**config.mk**
```make
export PLATFORM = sky130hd
export DESIGN_NAME = tx_char_shifter
export DESIGN_NICKNAME = d
export VERILOG_FILES = /design/src/rtl/tx_shift_pkg.sv /design/src/rtl/tx_ctrl_reg.sv /design/src/rtl/tx_len_decode.sv /design/src/rtl/tx_char_shifter.sv
export SDC_FILE = /design/constraint.sdc
export NUM_CORES = 1
export LEC_CHECK = 0
export CORE_MARGIN = 4
export CORE_UTILIZATION = 51
export CTS_CLUSTER_SIZE = 8
export DETAILED_ROUTE_END_ITERATION = 10
export GPL_ROUTABILITY_DRIVEN = 0
export PLACE_DENSITY = 0.79
export SLEW_MARGIN = 40
export SYNTH_ARGS = -nofsm -noshare
export SYNTH_HDL_FRONTEND = slang
export SYNTH_SLANG_ARGS = --single-unit
```
**constraint.sdc**
```tcl
create_clock -name clk -period 2.3 [get_ports clk]
set_input_delay 0.23 -clock clk [delete_from_list [all_inputs] [get_ports clk]]
set_output_delay 0.23 -clock clk [all_outputs]
set_load 0.03 [all_outputs]
```
**src/rtl/tx_shift_pkg.sv**
```systemverilog
package tx_shift_pkg;
    localparam int DATA_W   = 8;
    localparam int CHAR_MAX = 8;
    localparam int CNT_W    = $clog2(CHAR_MAX + 1);

    typedef enum logic [1:0] {
        LEN_SHORT = 2'b00,
        LEN_SEVEN = 2'b01,
        LEN_SIX   = 2'b10,
        LEN_EIGHT = 2'b11
    } len_code_e;

    typedef enum logic {
        ST_IDLE  = 1'b0,
        ST_SHIFT = 1'b1
    } tx_state_e;

    typedef struct packed {
        logic      term_rdy;
        len_code_e len;
        logic      brk;
        logic      tx_en;
    } tx_ctrl_t;
endpackage

```
**src/rtl/tx_ctrl_reg.sv**
```systemverilog
module tx_ctrl_reg
    import tx_shift_pkg::*;
(
    input  logic              clk,
    input  logic              rst_n,
    input  logic              chan_reset,
    input  logic              cfg_we,
    input  logic [DATA_W-1:0] cfg_wdata,
    input  logic              loop_sync_mode,
    input  logic              rx_char_sync,
    output tx_ctrl_t          ctrl
);
    logic unused_cfg_low;
    assign unused_cfg_low = ^cfg_wdata[2:0];

    always_ff @(posedge clk or negedge rst_n) begin
        if (!rst_n) begin
            ctrl <= '0;
        end else if (chan_reset) begin
            ctrl <= '0;
        end else begin
            if (cfg_we) begin
                ctrl.term_rdy <= cfg_wdata[7];
                ctrl.len      <= len_code_e'(cfg_wdata[6:5]);
                ctrl.brk      <= cfg_wdata[4];
                ctrl.tx_en    <= cfg_wdata[3];
            end
            if (loop_sync_mode && rx_char_sync) begin
                ctrl.brk <= 1'b0;
            end
        end
    end
endmodule

```
**src/rtl/tx_len_decode.sv**
```systemverilog
module tx_len_decode
    import tx_shift_pkg::*;
(
    input  len_code_e         code,
    input  logic [DATA_W-1:0] char_byte,
    output logic [CNT_W-1:0]  nbits
);
    always_comb begin
        unique case (code)
            LEN_EIGHT: nbits = CNT_W'(8);
            LEN_SEVEN: nbits = CNT_W'(7);
            LEN_SIX:   nbits = CNT_W'(6);
            LEN_SHORT: begin
                if (char_byte[7:1] == 7'b1111000)     nbits = CNT_W'(1);
                else if (char_byte[7:2] == 6'b111000) nbits = CNT_W'(2);
                else if (char_byte[7:3] == 5'b11000)  nbits = CNT_W'(3);
                else if (char_byte[7:4] == 4'b1000)   nbits = CNT_W'(4);
                else                                  nbits = CNT_W'(5);
            end
            default:   nbits = CNT_W'(8);
        endcase
    end
endmodule

```
**src/rtl/tx_char_shifter.sv**
```systemverilog
module tx_char_shifter
    import tx_shift_pkg::*;
(
    input  logic              clk,
    input  logic              rst_n,
    input  logic              chan_reset,
    input  logic              cfg_we,
    input  logic [DATA_W-1:0] cfg_wdata,
    input  logic              data_we,
    input  logic [DATA_W-1:0] data_wdata,
    output logic              buf_empty,
    input  logic              bit_tick,
    output logic              txd,
    output logic              term_ready_n,
    input  logic              req_pin_mode,
    input  logic              loop_sync_mode,
    input  logic              rx_char_sync
);
    tx_ctrl_t          ctrl_q;
    tx_state_e         state_q, state_d;
    logic [DATA_W-1:0] hold_q, sh_q;
    logic [CNT_W-1:0]  cnt_q, nbits;
    logic              empty_q, brk_on_q;
    logic              start, last, load;

    tx_ctrl_reg u_ctrl (
        .clk            (clk),
        .rst_n          (rst_n),
        .chan_reset     (chan_reset),
        .cfg_we         (cfg_we),
        .cfg_wdata      (cfg_wdata),
        .loop_sync_mode (loop_sync_mode),
        .rx_char_sync   (rx_char_sync),
        .ctrl           (ctrl_q)
    );

    tx_len_decode u_len (
        .code      (ctrl_q.len),
        .char_byte (hold_q),
        .nbits     (nbits)
    );

    assign start = bit_tick && ctrl_q.tx_en && !empty_q;
    assign last  = (cnt_q == CNT_W'(1));
    assign load  = start && ((state_q == ST_IDLE) || last);

    // next-state logic: load, chained load, drain
    always_comb begin
        state_d = state_q;
        unique case (state_q)
            ST_IDLE:  if (start) state_d = ST_SHIFT;
            ST_SHIFT: if (bit_tick && last && !start) state_d = ST_IDLE;
            default:  state_d = ST_IDLE;
        endcase
    end

    // state register
    always_ff @(posedge clk or negedge rst_n) begin
        if (!rst_n)          state_q <= ST_IDLE;
        else if (chan_reset) state_q <= ST_IDLE;
        else                 state_q <= state_d;
    end

    // datapath and output registers
    always_ff @(posedge clk or negedge rst_n) begin
        if (!rst_n) begin
            sh_q     <= '0;
            cnt_q    <= '0;
            hold_q   <= '0;
            empty_q  <= 1'b1;
            brk_on_q <= 1'b0;
        end else if (chan_reset) begin
            sh_q     <= '0;
            cnt_q    <= '0;
            hold_q   <= '0;
            empty_q  <= 1'b1;
            brk_on_q <= 1'b0;
        end else begin
            if (load) begin
                sh_q  <= hold_q;
                cnt_q <= nbits;
            end else if ((state_q == ST_SHIFT) && bit_tick) begin
                sh_q  <= sh_q >> 1;
                cnt_q <= cnt_q - CNT_W'(1);
            end
            if (data_we) begin
                hold_q  <= data_wdata;
                empty_q <= 1'b0;
            end else if (load) begin
                empty_q <= 1'b1;
            end
            if (bit_tick) brk_on_q <= ctrl_q.brk;
        end
    end

    assign txd          = brk_on_q ? 1'b0 : ((state_q == ST_SHIFT) ? sh_q[0] : 1'b1);
    assign buf_empty    = empty_q;
    assign term_ready_n = req_pin_mode ? 1'b1 : !ctrl_q.term_rdy;
endmodule

```
==> results of run 1 <==
area by class of cell:
class / count / area share [%]
Clock buffer: 4 / 1.505
Tap cell: 31 / 2.222
Timing Repair Buffer: 28 / 15.48
Multi-Input combinational cell: 100 / 39.50
Sequential cell: 28 / 40.22
Inverter: 5 / 1.075
synthesized netlist by cell type, types with 2 or more instances:
master and n:
nand2b_1 2, dfrtp_1 27, a21oi_1 5, nand3_1 9, clkbuf_1 7, mux2i_1 15, buf_6 2, a31oi_1 2
a311oi_2 7, inv_1 5, xnor2_1 3, ha_1 2, nor2b_1 3, nand2_1 15, nor2_1 22
registers in the layout (all words and copies together) (netlist names):
register / count
hold_q: 8
sh_q: 8
u_ctrl.ctrl: 5
cnt_q: 4
brk_on_q: 1
buf_empty: 1
state_q: 1
critical path, cell delays in order, from the launching register on:
cell and delay, ns:
dfrtp_1 0.59, a21oi_1 0.21, clkdlybuf4s50_1 0.69
metal layers:
| layer | part of all wire [%] | vias up | track usage [%] |
|---|---|---|---|
| met5 | 0 | - | 0 |
| met4 | 1.3 | 0 | 5.455 |
| met3 | 3.8 | 4 | 2.096 |
| met2 | 52 | 30 | 31.99 |
| met1 | 43 | 551 | 22.35 |
| li1 | - | 540 | - |
cell families (layout without fill, tap and decap cells):
kind of cell	Yosys count	count (layout)	synth area share [%]
AOI/OAI and AO/OA	25	25	16.15
muxes	15	15	10.26
buffers and inverters	15	37	4.957
and+or+nand+nor	55	55	17.18
DFF	28	28	47.95
adders and majority gates	2	2	1.709
xor gates and xnor gates	3	3	1.795
worst min-delay path by stage:
| stage | start | to | slack [ns] |
|---|---|---|---|
| 3_5_place_dp | brk_on_q | brk_on_q | 0.52 |
| 5_1_grt | rst_n | cnt_q[3] | 0.29 |
| 4_1_cts | rst_n | cnt_q[1] | 0.27 |
| 2_1_floorplan | rst_n | brk_on_q | -0.07 |
| 6_report | rst_n | sh_q[0] | 0.26 |
| 3_3_place_gp | brk_on_q | brk_on_q | 0.51 |
layout by cell type, fill, tap and decap left out, drive strengths merged, types with 2 or more instances in the layout:
cell	count
nand2	15
clkdlybuf4s50	24
nand2b	2
a211oi	2
nor2	22
xnor2	3
dfrtp	27
a21oi	6
a311oi	7
a31oi	2
mux2i	15
nand3	9
buf	4
o21ai	2
ha	2
inv	5
nor2b	3
clkbuf	4
stage by stage:
step	setup slack, ns	instances	area [µm²]
2_1_floorplan	0.7099	143	1464
3_3_place_gp	0.4084	192	1719
3_5_place_dp	0.3301	192	1719
4_1_cts	0.2687	196	1745
5_1_grt	0.1721	196	1745
6_report	0.2673	196	1745
power breakdown:
group | internal, mW | switching [mW] | leakage, nW | total [mW]
Clock | 0.0679 | 0.135 | 0.0150 | 0.203
Combinational | 0.0774 | 0.0690 | 0.365 | 0.146
Sequential | 0.515 | 0.0242 | 0.377 | 0.539
==> flow_metrics.py, run 1 <==
metrics = {
    "setup_path": {
        "timing.rr.start": "cnt_q[1]",
        "crit_end": "txd",
        "arrival_ns": 1.80,
        "timing.rr.end": "sh_q[1]",
        "cp-startpoint": "state_q",
        "required_ns": 2.07,
        "worstPathMaxFanout": 15,
        "worstSetupEndpointType": "output port",
        "crit_path_start_kind": "flop",
        "reg2regPathDepth": 6,
        "r2r_setup_slack_ns": 0.30,
        "crit_type": "flop to output port",
    },
    "final_layout": {
        "finish.utilization_pct": 63.29,
        "fin_nets": 193,
        "multi_input_area_um2": 689.4,
        "fillers": 227,
        "regArea_um2": 701.9,
        "diodes": 0,
        "areaGrowthSynthToFinish_pct": 19.23,
        "drive_above_1_share_pct": 11.52,
    },
    "timing": {
        "setup_viol": 0,
        "rsz0062_at_grt": "false",
        "worst_pin_slew_ns": 0.7358,
        "slew_headroom_pct": 50.95,
        "whs_ns": 0.2582,
        "fmax_mhz": 491.9,
        "layout_min_cycle_time_ns": 2.033,
        "clock_skew_ns": 0.01049,
        "fin_setup_tns_ns": 0,
        "hold_viol": 0,
        "final.period_utilization_pct": 88.38,
        "report.final.slew_viol_count": 0,
    },
    "floorplan": {
        "initial_utilization_pct": 53.09,
        "die_w_um": 61.58,
        "die-area_um2": 3791,
        "core_um2": 2758,
        "ios": 28,
        "row_count": 19,
        "die_y_um": 61.58,
    },
    "logic_synthesis": {
        "ys_async_sr_fraction_pct": 100.0,
        "synthTopCellsByArea": "dfrtp_1 46%, mux2i_1 10%, a311oi_2 7.2%, nor2_1 5.6%, nand2_1 3.8%",
        "syn_nets": 170,
        "synth-seq-cells": 28,
        "synth-edff-count": 0,
        "syn_avg_cell_area_um2": 10.24,
        "yosys.area.top_type_share_pct": 46.15,
        "yosysSeqAreaShare_pct": 47.95,
        "ys_warn_count": 0,
        "netlist_area_um2": 1464,
        "synth_cell_types": 32,
        "netlist_instances": 143,
        "synth_top_cell_by_area": "dfrtp_1",
        "synth_flop_cell": "dfrtp_1",
    },
    "run": {
        "max_cap_viol_count": 0,
    },
    "clocking": {
        "clock_latency_ns": 0.32,
        "clkTransAtPathRegs_ns": 0.14,
        "cts_tree": "done",
        "cts_buffers": 3,
        "clk_path_buf_depth": 2,
        "cts_resized": 0,
        "clock-root-buffer": "clkbuf_4",
        "cts_max_level": 1,
        "cts.sinks": 28,
        "post_cts_buffers": 0,
        "holdBufCountCts": 0,
    },
    "min_path": {
        "hold_class": "primary input to async pin",
    },
    "grt": {
        "overflow": 0,
        "antenna_found_initial": 0,
        "grt_max_degree": 29,
        "grt_pass1_wl_um": 4961,
        "grt_pass1_vias": 1133,
        "grt.total_usage_pct": 17.85,
    },
    "route": {
        "routed_wl_um": 2963,
        "ant_nets": 0,
        "drt_iter0_drc": 41,
        "vias": 1125,
        "routedWlPerCell_um": 15.12,
        "firstDrtPassIters": 4,
        "via_per_inst": 5.740,
        "drc_errors": 0,
    },
    "pwr": {
        "p_per_area_nw_per_um2": 508.9,
        "power_uw": 888.2,
        "p_leak_nw": 0.7576,
        "ir_drop_mv": 0.4390,
    },
    "outcome": {
        "status": "finished, final reports clean",
    },
    "placed_design": {
        "port_buffers": 24,
        "dp.final_hpwl_um": 2177,
    },
}
Note: power is estimated with default switching activity, not from simulation.
==> run 2: changes to the inputs <==
Settings changed: GPL_ROUTABILITY_DRIVEN 0 to unset.
==> results of run 2 <==
Final layout, timing and power as in run 1 (identical DEF).
==> run 3: changes to the inputs <==
Settings changed: CORE_MARGIN 4 to 2, SLEW_MARGIN 40 to 20.
==> run 3 against run 2 <==
- final cell count fell by 0.51%
- maximum frequency is 0.66% lower
- design area down 0.43%
- largest cell class unchanged
- global-route usage is 2.8 points higher
- critical path depth did not move
- register-to-register slack barely moved
- flip-flop and latch count unchanged
- sequential power about the same
- clock power grew 3%
- non-clock buffer count decreased by 1
==> flow_metrics.py, run 3 (synthesis gave the netlist of run 1 again) <==
metrics = {
    "setup_path": {
        "crit_path_start_kind": "flop",
        "worstSetupEndpointType": "output port",
        "arrival_ns": 1.82,
        "worstPathMaxFanout": 15,
        "required_ns": 2.07,
        "crit_type": "flop to output port",
    },
    "floorplan": {
        "die_y_um": 57.58,
        "core_um2": 2734,
        "die-area_um2": 3315,
        "ios": 28,
        "die_w_um": 57.58,
        "initial_utilization_pct": 53.55,
        "row_count": 19,
    },
    "final_layout": {
        "diodes": 0,
        "areaGrowthSynthToFinish_pct": 18.72,
        "reg_top3": "hold_q: 8 flops, sh_q: 8 flops, u_ctrl.ctrl: 5 flops",
        "final_cell_mix": "27 x dfrtp_1, 24 x clkdlybuf4s50_1, 22 x nor2_1",
        "fin_nets": 192,
        "stdcell_count": 195,
        "drive_above_1_share_pct": 10.98,
        "finish.utilization_pct": 63.57,
        "fillers": 220,
        "layout_commonest_cell": "dfrtp_1",
    },
    "route": {
        "drc_errors": 0,
        "firstDrtPassIters": 5,
        "routed_wl_um": 3014,
        "ant_nets": 0,
        "drt_iter0_drc": 34,
        "vias": 1121,
        "routedWlPerCell_um": 15.46,
        "via_per_inst": 5.749,
    },
    "timing": {
        "setup_ws_ns": 0.2538,
        "setup_viol": 0,
        "fmax_mhz": 488.7,
        "layout_min_cycle_time_ns": 2.046,
        "fin_setup_tns_ns": 0,
        "final.period_utilization_pct": 88.97,
        "worst_pin_slew_ns": 0.7536,
        "clock_skew_ns": 0.009389,
        "rsz0062_at_grt": "false",
        "hold_viol": 0,
        "slew_headroom_pct": 49.76,
        "report.final.slew_viol_count": 0,
    },
    "pwr": {
        "p_leak_nw": 0.7534,
        "power_uw": 894.1,
        "p_per_area_nw_per_um2": 514.5,
        "ir_drop_mv": 0.4437,
    },
    "grt": {
        "grt_pass1_wl_um": 5230,
        "grt_use_met3_pct": 1.361,
        "grt.met2_usage_pct": 32.79,
        "met1_usage_pct": 29.29,
        "antenna_found_initial": 0,
        "overflow": 0,
        "grt_pass1_vias": 1097,
        "grt.total_usage_pct": 20.65,
        "grt.busiest_layer": "met2",
        "grt_max_degree": 29,
    },
    "clocking": {
        "cts_resized": 0,
        "cts_buffers": 3,
        "clkTransAtPathRegs_ns": 0.15,
        "post_cts_buffers": 0,
        "holdBufCountCts": 0,
        "cts_max_level": 1,
        "cts_tree": "done",
        "clk_path_buf_depth": 2,
        "clock-root-buffer": "clkbuf_4",
        "cts.sinks": 28,
        "clock_latency_ns": 0.33,
    },
    "placed_design": {
        "port_buffers": 24,
        "dp.final_hpwl_um": 2226,
        "pre_cts_ws_ns": 0.2871,
        "place_congestion": 0.7590,
        "dp_cells": 191,
    },
    "min_path": {
        "hold_class": "primary input to async pin",
    },
    "run": {
        "max_cap_viol_count": 0,
    },
    "outcome": {
        "status": "finished, final reports clean",
    },
}
==> run 3: cell type report <==
type,count,area (µm²),share of cell area (%)
clock buffer,4,26.28,1.512
inverter,5,18.77,1.080
tap,31,38.79,2.232
timing repair buffer,27,262.8,15.12
sequential,28,701.9,40.39
multi-input combinational,100,689.4,39.67
==> run 3: per-stage QoR <==
| step | hold WS (ns) | area [µm²] |
|---|---|---|
| 6_report | 0.2612 | 1738 |
| 5_1_grt | 0.2915 | 1738 |
| 4_1_cts | 0.2640 | 1738 |
| 3_5_place_dp | 0.5219 | 1712 |
| 3_3_place_gp | 0.5067 | 1712 |
| 2_1_floorplan | -0.06559 | 1464 |
==> run 3: per-layer routing <==
layer | up-vias | part of all wire (%)
li1 | 539 | -
met1 | 546 | 44
met2 | 29 | 52
met3 | 7 | 2.5
met4 | 0 | 2.0
met5 | - | 0
==> run 3: critical path: stages, from the launching register on <==
cell and delay, ns:
dfrtp_1 0.58, a21oi_1 0.22, clkdlybuf4s50_1 0.69
==> run 3: power breakdown <==
part / total [mW] / switching, mW / internal, mW / leakage [nW]
logic: 0.146 / 0.0695 / 0.0769 / 0.361
registers: 0.538 / 0.0238 / 0.515 / 0.377
clock network: 0.209 / 0.141 / 0.0681 / 0.0150
total: 0.894 / 0.234 / 0.660 / 0.753
==> run 3: final timing paths <==
path	from	to	slack [ns]	depth (start not counted)
worst max register to register	cnt_q[1]	sh_q[0]	0.29	6
min in group clk	rx_char_sync	u_ctrl.ctrl[1]	0.46	2
max in group asynchronous	rst_n	buf_empty	1.73	2
worst min register to register	sh_q[7]	sh_q[7]	0.55	2
worst max-delay path	state_q	txd	0.25	2
worst min-delay path	rst_n	sh_q[5]	0.26	2
